### src/rtl/emseq_pkg.sv
package emseq_pkg;

  localparam int TIME_W = 4;
  localparam int LANES  = 4;

  typedef enum logic [1:0] {
    PM_SEPARATE = 2'd0,
    PM_AD       = 2'd1,
    PM_AAD      = 2'd2,
    PM_SPARE    = 2'd3
  } pin_mode_e;

  typedef enum logic [2:0] {
    ST_IDLE,
    ST_ADDR_HI,
    ST_ADDR,
    ST_ACCESS,
    ST_HOLD,
    ST_TURN
  } seq_state_e;

  typedef struct packed {
    pin_mode_e         mode;
    logic [1:0]        width;
    logic [TIME_W-1:0] setup;
    logic [TIME_W-1:0] access;
    logic [TIME_W-1:0] hold;
    logic [TIME_W-1:0] turn;
    logic              wait_en;
    logic              wait_pol;
  } cs_timing_t;

  function automatic logic [LANES-1:0] lane_mask(input logic [1:0] wcode);
    logic [LANES-1:0] m;
    for (int i = 0; i < LANES; i++) begin
      m[i] = (i == 0) || (i == 1 && wcode != 2'd0) || (wcode[1]);
    end
    return m;
  endfunction

  function automatic logic [8*LANES-1:0] data_mask(input logic [1:0] wcode);
    logic [LANES-1:0]   lm;
    logic [8*LANES-1:0] dm;
    lm = lane_mask(wcode);
    for (int i = 0; i < LANES; i++) begin
      dm[8*i +: 8] = {8{lm[i]}};
    end
    return dm;
  endfunction

endpackage

### src/rtl/emseq_cfg_sel.sv
module emseq_cfg_sel
  import emseq_pkg::*;
#(
  parameter int NCS = 4,
  parameter int CSW = 2
)(
  input  logic [2*NCS-1:0]      cfg_mode,
  input  logic [2*NCS-1:0]      cfg_width,
  input  logic [TIME_W*NCS-1:0] cfg_setup,
  input  logic [TIME_W*NCS-1:0] cfg_access,
  input  logic [TIME_W*NCS-1:0] cfg_hold,
  input  logic [TIME_W*NCS-1:0] cfg_turn,
  input  logic [NCS-1:0]        cfg_wait_en,
  input  logic [NCS-1:0]        cfg_wait_pol,
  input  logic [CSW-1:0]        sel,
  output cs_timing_t            cfg
);

  cs_timing_t per_cs [NCS];

  for (genvar g = 0; g < NCS; g++) begin : g_cs
    assign per_cs[g] = '{
      mode:     pin_mode_e'(cfg_mode[2*g +: 2]),
      width:    cfg_width[2*g +: 2],
      setup:    cfg_setup[TIME_W*g +: TIME_W],
      access:   cfg_access[TIME_W*g +: TIME_W],
      hold:     cfg_hold[TIME_W*g +: TIME_W],
      turn:     cfg_turn[TIME_W*g +: TIME_W],
      wait_en:  cfg_wait_en[g],
      wait_pol: cfg_wait_pol[g]
    };
  end

  assign cfg = per_cs[sel];

endmodule

### src/rtl/emseq_wait_sync.sv
module emseq_wait_sync (
  input  logic clk,
  input  logic rst_ni,
  input  logic pin,
  output logic synced
);

  logic meta_q;
  logic sync_q;

  always_ff @(posedge clk or negedge rst_ni) begin
    if (!rst_ni) begin
      meta_q <= 1'b0;
      sync_q <= 1'b0;
    end else begin
      meta_q <= pin;
      sync_q <= meta_q;
    end
  end

  assign synced = sync_q;

endmodule

### src/rtl/ext_mem_seq.sv
module ext_mem_seq
  import emseq_pkg::*;
#(
  parameter  int NCS    = 4,
  parameter  int ADDR_W = 26,
  localparam int CSW    = (NCS > 1) ? $clog2(NCS) : 1,
  localparam int DW     = 8 * LANES
)(
  input  logic                  clk,
  input  logic                  rst_n,
  input  logic                  req_valid,
  output logic                  req_ready,
  input  logic                  req_we,
  input  logic                  req_page,
  input  logic [CSW-1:0]        req_cs,
  input  logic [ADDR_W-1:0]     req_addr,
  input  logic [DW-1:0]         req_wdata,
  input  logic [LANES-1:0]      req_be,
  output logic                  done,
  output logic                  done_err,
  output logic [DW-1:0]         rdata,
  input  logic [2*NCS-1:0]      cfg_mode,
  input  logic [2*NCS-1:0]      cfg_width,
  input  logic [TIME_W*NCS-1:0] cfg_setup,
  input  logic [TIME_W*NCS-1:0] cfg_access,
  input  logic [TIME_W*NCS-1:0] cfg_hold,
  input  logic [TIME_W*NCS-1:0] cfg_turn,
  input  logic [NCS-1:0]        cfg_wait_en,
  input  logic [NCS-1:0]        cfg_wait_pol,
  output logic [NCS-1:0]        mem_cs_n,
  output logic                  mem_adv_n,
  output logic                  mem_oe_n,
  output logic                  mem_we_n,
  output logic [LANES-1:0]      mem_be_n,
  output logic [ADDR_W-1:0]     mem_addr,
  output logic [DW-1:0]         mem_ad_o,
  output logic                  mem_ad_oe,
  input  logic [DW-1:0]         mem_ad_i,
  input  logic                  mem_wait
);

  localparam int LOW_W = 16;

  // reset: asserted asynchronously, released through two flops
  logic [1:0] rst_pipe_q;
  logic       rst_ni;

  always_ff @(posedge clk or negedge rst_n) begin
    if (!rst_n) rst_pipe_q <= '0;
    else        rst_pipe_q <= {rst_pipe_q[0], 1'b1};
  end
  assign rst_ni = rst_pipe_q[1];

  cs_timing_t sel_cfg;
  logic       wait_s;

  emseq_cfg_sel #(.NCS(NCS), .CSW(CSW)) cfg_sel_i (
    .cfg_mode     (cfg_mode),
    .cfg_width    (cfg_width),
    .cfg_setup    (cfg_setup),
    .cfg_access   (cfg_access),
    .cfg_hold     (cfg_hold),
    .cfg_turn     (cfg_turn),
    .cfg_wait_en  (cfg_wait_en),
    .cfg_wait_pol (cfg_wait_pol),
    .sel          (req_cs),
    .cfg          (sel_cfg)
  );

  emseq_wait_sync wait_sync_i (
    .clk    (clk),
    .rst_ni (rst_ni),
    .pin    (mem_wait),
    .synced (wait_s)
  );

  seq_state_e        state_q, state_d;
  logic [TIME_W-1:0] cnt_q, cnt_d;
  cs_timing_t        cfg_q;
  logic [ADDR_W-1:0] addr_q;
  logic [DW-1:0]     wdata_q, rdata_q, rdata_d, keep_q, ad_drive;
  logic [LANES-1:0]  be_q;
  logic [CSW-1:0]    cs_q;
  logic              we_q, done_q, done_d, err_q, err_d, rdata_en;
  logic              accept, reject, stall, active, muxed, addr_phase;

  assign accept = req_valid && (state_q == ST_IDLE);
  assign reject = !req_we && req_page && (sel_cfg.mode inside {PM_AD, PM_AAD});
  assign stall  = cfg_q.wait_en && (wait_s == cfg_q.wait_pol);

  // next-state logic
  always_comb begin
    state_d  = state_q;
    cnt_d    = cnt_q;
    done_d   = 1'b0;
    err_d    = 1'b0;
    rdata_en = 1'b0;
    rdata_d  = mem_ad_i & data_mask(cfg_q.width);
    unique case (state_q)
      ST_IDLE: begin
        if (accept) begin
          if (reject) begin
            done_d = 1'b1;
            err_d  = 1'b1;
          end else begin
            state_d = (sel_cfg.mode == PM_AAD) ? ST_ADDR_HI : ST_ADDR;
            cnt_d   = sel_cfg.setup;
          end
        end
      end
      ST_ADDR_HI: begin
        if (cnt_q == '0) begin
          state_d = ST_ADDR;
          cnt_d   = cfg_q.setup;
        end else cnt_d = cnt_q - TIME_W'(1);
      end
      ST_ADDR: begin
        if (cnt_q == '0) begin
          state_d = ST_ACCESS;
          cnt_d   = cfg_q.access;
        end else cnt_d = cnt_q - TIME_W'(1);
      end
      ST_ACCESS: begin
        if (cnt_q != '0) cnt_d = cnt_q - TIME_W'(1);
        else if (!stall) begin
          rdata_en = !we_q;
          state_d  = ST_HOLD;
          cnt_d    = cfg_q.hold;
        end
      end
      ST_HOLD: begin
        if (cnt_q == '0) begin
          done_d = 1'b1;
          if (cfg_q.turn == '0) state_d = ST_IDLE;
          else begin
            state_d = ST_TURN;
            cnt_d   = cfg_q.turn - TIME_W'(1);
          end
        end else cnt_d = cnt_q - TIME_W'(1);
      end
      ST_TURN: begin
        if (cnt_q == '0) state_d = ST_IDLE;
        else cnt_d = cnt_q - TIME_W'(1);
      end
      default: state_d = ST_IDLE;
    endcase
  end

  // registers
  always_ff @(posedge clk or negedge rst_ni) begin
    if (!rst_ni) begin
      state_q <= ST_IDLE;
      cnt_q   <= '0;
      done_q  <= 1'b0;
      err_q   <= 1'b0;
      rdata_q <= '0;
      cfg_q   <= '0;
      addr_q  <= '0;
      wdata_q <= '0;
      be_q    <= '0;
      cs_q    <= '0;
      we_q    <= 1'b0;
      keep_q  <= '0;
    end else begin
      state_q <= state_d;
      cnt_q   <= cnt_d;
      done_q  <= done_d;
      err_q   <= err_d;
      if (rdata_en) rdata_q <= rdata_d;
      if (accept) begin
        cfg_q   <= sel_cfg;
        addr_q  <= req_addr;
        wdata_q <= req_wdata;
        be_q    <= req_be;
        cs_q    <= req_cs;
        we_q    <= req_we;
      end
      if (mem_ad_oe) keep_q <= ad_drive;
    end
  end

  // pin decode
  assign active     = state_q inside {ST_ADDR_HI, ST_ADDR, ST_ACCESS, ST_HOLD};
  assign addr_phase = state_q inside {ST_ADDR_HI, ST_ADDR};
  assign muxed      = cfg_q.mode inside {PM_AD, PM_AAD};

  always_comb begin
    ad_drive = wdata_q & data_mask(cfg_q.width);
    if (state_q == ST_ADDR_HI) ad_drive = DW'(addr_q >> LOW_W);
    else if (state_q == ST_ADDR && muxed)
      ad_drive = (cfg_q.mode == PM_AAD) ? DW'(addr_q[LOW_W-1:0]) : DW'(addr_q);
  end

  for (genvar g = 0; g < NCS; g++) begin : g_csn
    assign mem_cs_n[g] = !(active && (cs_q == CSW'(g)));
  end

  assign mem_ad_oe = (muxed && addr_phase) ||
                     (we_q && (state_q inside {ST_ACCESS, ST_HOLD}));
  assign mem_ad_o  = mem_ad_oe ? ad_drive : keep_q;
  assign mem_adv_n = !addr_phase;
  assign mem_oe_n  = !(state_q == ST_ACCESS && !we_q);
  assign mem_we_n  = !(state_q == ST_ACCESS && we_q);
  assign mem_be_n  = active ? ~(be_q & lane_mask(cfg_q.width)) : '1;
  assign mem_addr  = addr_q;

  assign req_ready = (state_q == ST_IDLE);
  assign done      = done_q;
  assign done_err  = err_q;
  assign rdata     = rdata_q;

endmodule

### config.mk
export PLATFORM = sky130hd
export DESIGN_NAME = ext_mem_seq
export DESIGN_NICKNAME = d
export VERILOG_FILES = /design/src/rtl/emseq_pkg.sv /design/src/rtl/emseq_cfg_sel.sv /design/src/rtl/emseq_wait_sync.sv /design/src/rtl/ext_mem_seq.sv
export SDC_FILE = /design/constraint.sdc
export NUM_CORES = 1
export LEC_CHECK = 0
export ABC_AREA = 1
export BUFFER_PORTS_ARGS = -buffer_cell sky130_fd_sc_hd__buf_2
export CORE_MARGIN = 2
export CORE_UTILIZATION = 50
export CTS_CLUSTER_SIZE = 10
export DETAILED_ROUTE_END_ITERATION = 10
export GPL_TIMING_DRIVEN = 0
export HOLD_SLACK_MARGIN = 0.15
export PLACE_DENSITY = 0.81
export SLEW_MARGIN = 20
export SYNTH_ARGS = -nofsm -noshare
export SYNTH_HDL_FRONTEND = slang
export SYNTH_SLANG_ARGS = --single-unit
### constraint.sdc
create_clock -name clk -period 6.3 [get_ports clk]
set_clock_uncertainty 0.05 [all_clocks]
set_input_delay 0.63 -clock clk [delete_from_list [all_inputs] [get_ports clk]]
set_output_delay 0.63 -clock clk [all_outputs]
set_load 0.1 [all_outputs]
==> results.json <==
{
  "path_delay_family": "buffers and inverters",
  "synthMuxAreaShare_pct": 0,
  "cp.arrival_ps": 2810,
  "grt_max_degree": 49,
  "cts_buffers": 17,
  "synthXorXnorAreaFrac_pct": 0.2203,
  "critPathMaxFanout": 10,
  "critPathRequiredTime_ps": 5620,
  "die-area_um2": 16930,
  "wl_mm": 25.64,
  "ys_seq_area_share_pct": 51.60,
  "path_buf_inv": 3,
  "slowest_stage": "clkbuf_1",
  "yosys.area_share.simple_pct": 28.51,
  "setup_viol": 0,
  "diodes": 0,
  "synthToLayoutAreaGrowth_pct": 30.33,
  "fill_cells": 1353,
  "synth-adder-area-share_pct": 0.9440,
  "clockRootBuffer": "clkbuf_16",
  "grtUsageTotal_pct": 30.14,
  "crit_chain": "or2_2 > clkbuf_1 > clkbuf_1 > nand3_1 > o21ai_0 > nand2_1 > nand2_1 > buf_2",
  "wl_per_cell_um": 16.33,
  "grt_pass1_vias": 7656,
  "clock.fmax_ghz": 0.2868,
  "core_um2": 15710,
  "drv_slew": 0,
  "post-route-period-util_pct": 55.34,
  "synth_cells": 1025,
  "grt_pass1_wl_mm": 39.01,
  "status": "completed",
  "start_util_pct": 50.61,
  "drive_above_1_share_pct": 28.14,
  "clkTransAtPathRegs_ps": 60,
  "startpoint_type": "register",
  "rsz0062_at_grt": "false",
  "critPathKind": "register to output port",
  "critPathMaxStageDelay_ps": 610,
  "end_kind": "output port",
  "drc": 0,
  "dpl.hpwl_mm": 19.10,
  "cts_tree": "done",
  "hold_violations": 0,
  "row_count": 46,
  "worst_hold_slack_ps": 274.7,
  "synth_top_family_by_area": "simple AND/OR/NAND/NOR gates",
  "clock_latency_ps": 420,
  "drv_cap": 0,
  "antenna_found_initial": 0,
  "cts_resized": 0,
  "cts_htree_levels": 4,
  "max_slew.worst_pin.slew_ps": 727.0,
  "maxSlewHeadroom_pct": 51.53,
  "grt_overflow": 0,
  "ys_ff_latch": 164,
  "cts.sinks": 164,
  "avgSynthCellArea_um2": 7.759,
  "io_pins": 295,
  "vias": 8241,
  "fp.dieH_um": 130.1,
  "avgViaCountPerCell": 5.249,
  "fin_nets": 1537,
  "die_w_um": 130.1,
  "synth_cell_types": 38,
  "antenna_left": 0,
  "clock_path_buffers": 2,
  "synth_compound_area_share_pct": 11.83,
  "ys_warn_count": 0,
  "portBuffers": 293,
  "syn_area_um2": 7953,
  "period_needed_ps": 3486,
  "drt_iter0_markers": 594,
  "synthesis.nets": 1221,
  "hold_path.class": "primary input to register",
  "place.gp.congestion": 0.8749,
  "detail_route.first_pass.iterations": 7
}
[what timing repair did]
item                      4_1_cts  5_1_grt
buffers inserted                0        0
hold buffers                    1        0
hold endpoints to repair        2        0
[sequential cells by signal, indices dropped and copies added, names as in the netlist]
signal              count
cs_q                    2
done_err                1
rst_pipe_q              2
cnt_q                   4
wait_sync_i.synced      1
done                    1
state_q                 3
keep_q                 32
we_q                    1
cfg_q                  22
mem_addr               26
wait_sync_i.meta_q      1
wdata_q                32
rdata                  32
be_q                    4
[routing by layer]
metal	global-route usage, %	up-vias	part of all wire (%)
li1	-	3903	-
met1	40.53	3831	41
met2	47.06	446	46
met3	6.560	61	9.0
met4	13.79	0	3.4
met5	0	-	0
[cell usage in the layout (no fill, tap or decap), drive strengths merged]
cell / Yosys / final
and3: 1 / 1
a32o: 1 / 1
o211ai: 4 / 4
o22a: 1 / 1
o21ai: 133 / 133
xor2: 2 / 2
clkinv: 2 / 9
o31ai: 1 / 1
nor3: 2 / 2
conb: 1 / 1
ha: 6 / 6
or2: 2 / 2
nand4: 1 / 1
nand3b: 1 / 1
o22ai: 17 / 17
nand2: 408 / 408
bufinv: 0 / 3
nor2: 83 / 83
nand3: 54 / 54
buf: 30 / 326
dfrtp: 164 / 164
clkbuf: 22 / 44
inv: 67 / 67
a21oi: 21 / 21
dlygate4sd3: 0 / 1
a21boi: 1 / 1
[metrics by stage]
| stage | setup TNS, ps | cells | setup WS [ps] | utilization, % | area (um^2) |
|---|---|---|---|---|---|
| floorplan | 0 | 1025 | 1342 | - | 7953 |
| global placement | -61110 | 1534 | -394.6 | 61.67 | 9689 |
| detailed placement | 0 | 1537 | 3312 | 62.17 | 9768 |
| CTS | 0 | 1570 | 2807 | 65.97 | 10360 |
| global route | 0 | 1570 | 2637 | 65.97 | 10360 |
| finish | 0 | 1570 | 2814 | 65.97 | 10360 |
[area by class of cell]
cell class / instances / area (um^2) / area share (%)
Buffer: 52 / 281.5 / 2.716
Tap cell: 216 / 270.3 / 2.607
Inverter: 69 / 262.8 / 2.535
Timing Repair Buffer: 297 / 1551 / 14.97
Sequential cell: 164 / 4108 / 39.63
Multi-Input combinational cell: 740 / 3304 / 31.88
Clock inverter: 10 / 132.6 / 1.280
Clock buffer: 22 / 454.2 / 4.382
[cell usage after synthesis (all sizes together)]
cell | count | area [um^2]
o211ai | 4 | 30.03
buf | 30 | 199.0
o31ai | 1 | 7.510
ha | 6 | 75.07
a21boi | 1 | 7.510
clkinv | 2 | 8.750
o22ai | 17 | 106.4
clkbuf | 22 | 82.58
o21ai | 133 | 665.6
nand2 | 408 | 1578
inv | 67 | 254.0
nand4 | 1 | 21.27
a21oi | 21 | 105.1
conb | 1 | 3.750
nand3b | 1 | 7.510
or2 | 2 | 12.52
nand3 | 54 | 285.3
o22a | 1 | 8.760
and3 | 1 | 11.26
a32o | 1 | 10.01
dfrtp | 164 | 4104
xor2 | 2 | 17.52
nor3 | 2 | 10.01
nor2 | 83 | 341.6
[worst paths after layout]
path | from | end | slack [ps] | cells after the start
worst min register to register | rst_pipe_q[1] | mem_addr[11] | 280 | 0
min in group asynchronous | rst_pipe_q[1] | mem_addr[11] | 280 | 0
worst max-delay path | cfg_q[19] | mem_ad_o[15] | 2810 | 8
worst max register to register | cfg_q[19] | rdata[12] | 4210 | 5
max in group asynchronous | rst_pipe_q[1] | rdata[23] | 5040 | 2
worst min-delay path | mem_wait | wait_sync_i.meta_q | 270 | 1
[cells by family (layout without fill, tap and decap cells)]
family          Yosys count  in the layout
other cells               1              1
buf+inv                 121            450
simple gates            552            552
flops                   164            164
fa+ha+maj                 6              6
compound gates          179            179
xor+xnor                  2              2
Power is not shown: default switching activity piles up to over one toggle a cycle in this logic, so the estimate is an artifact.
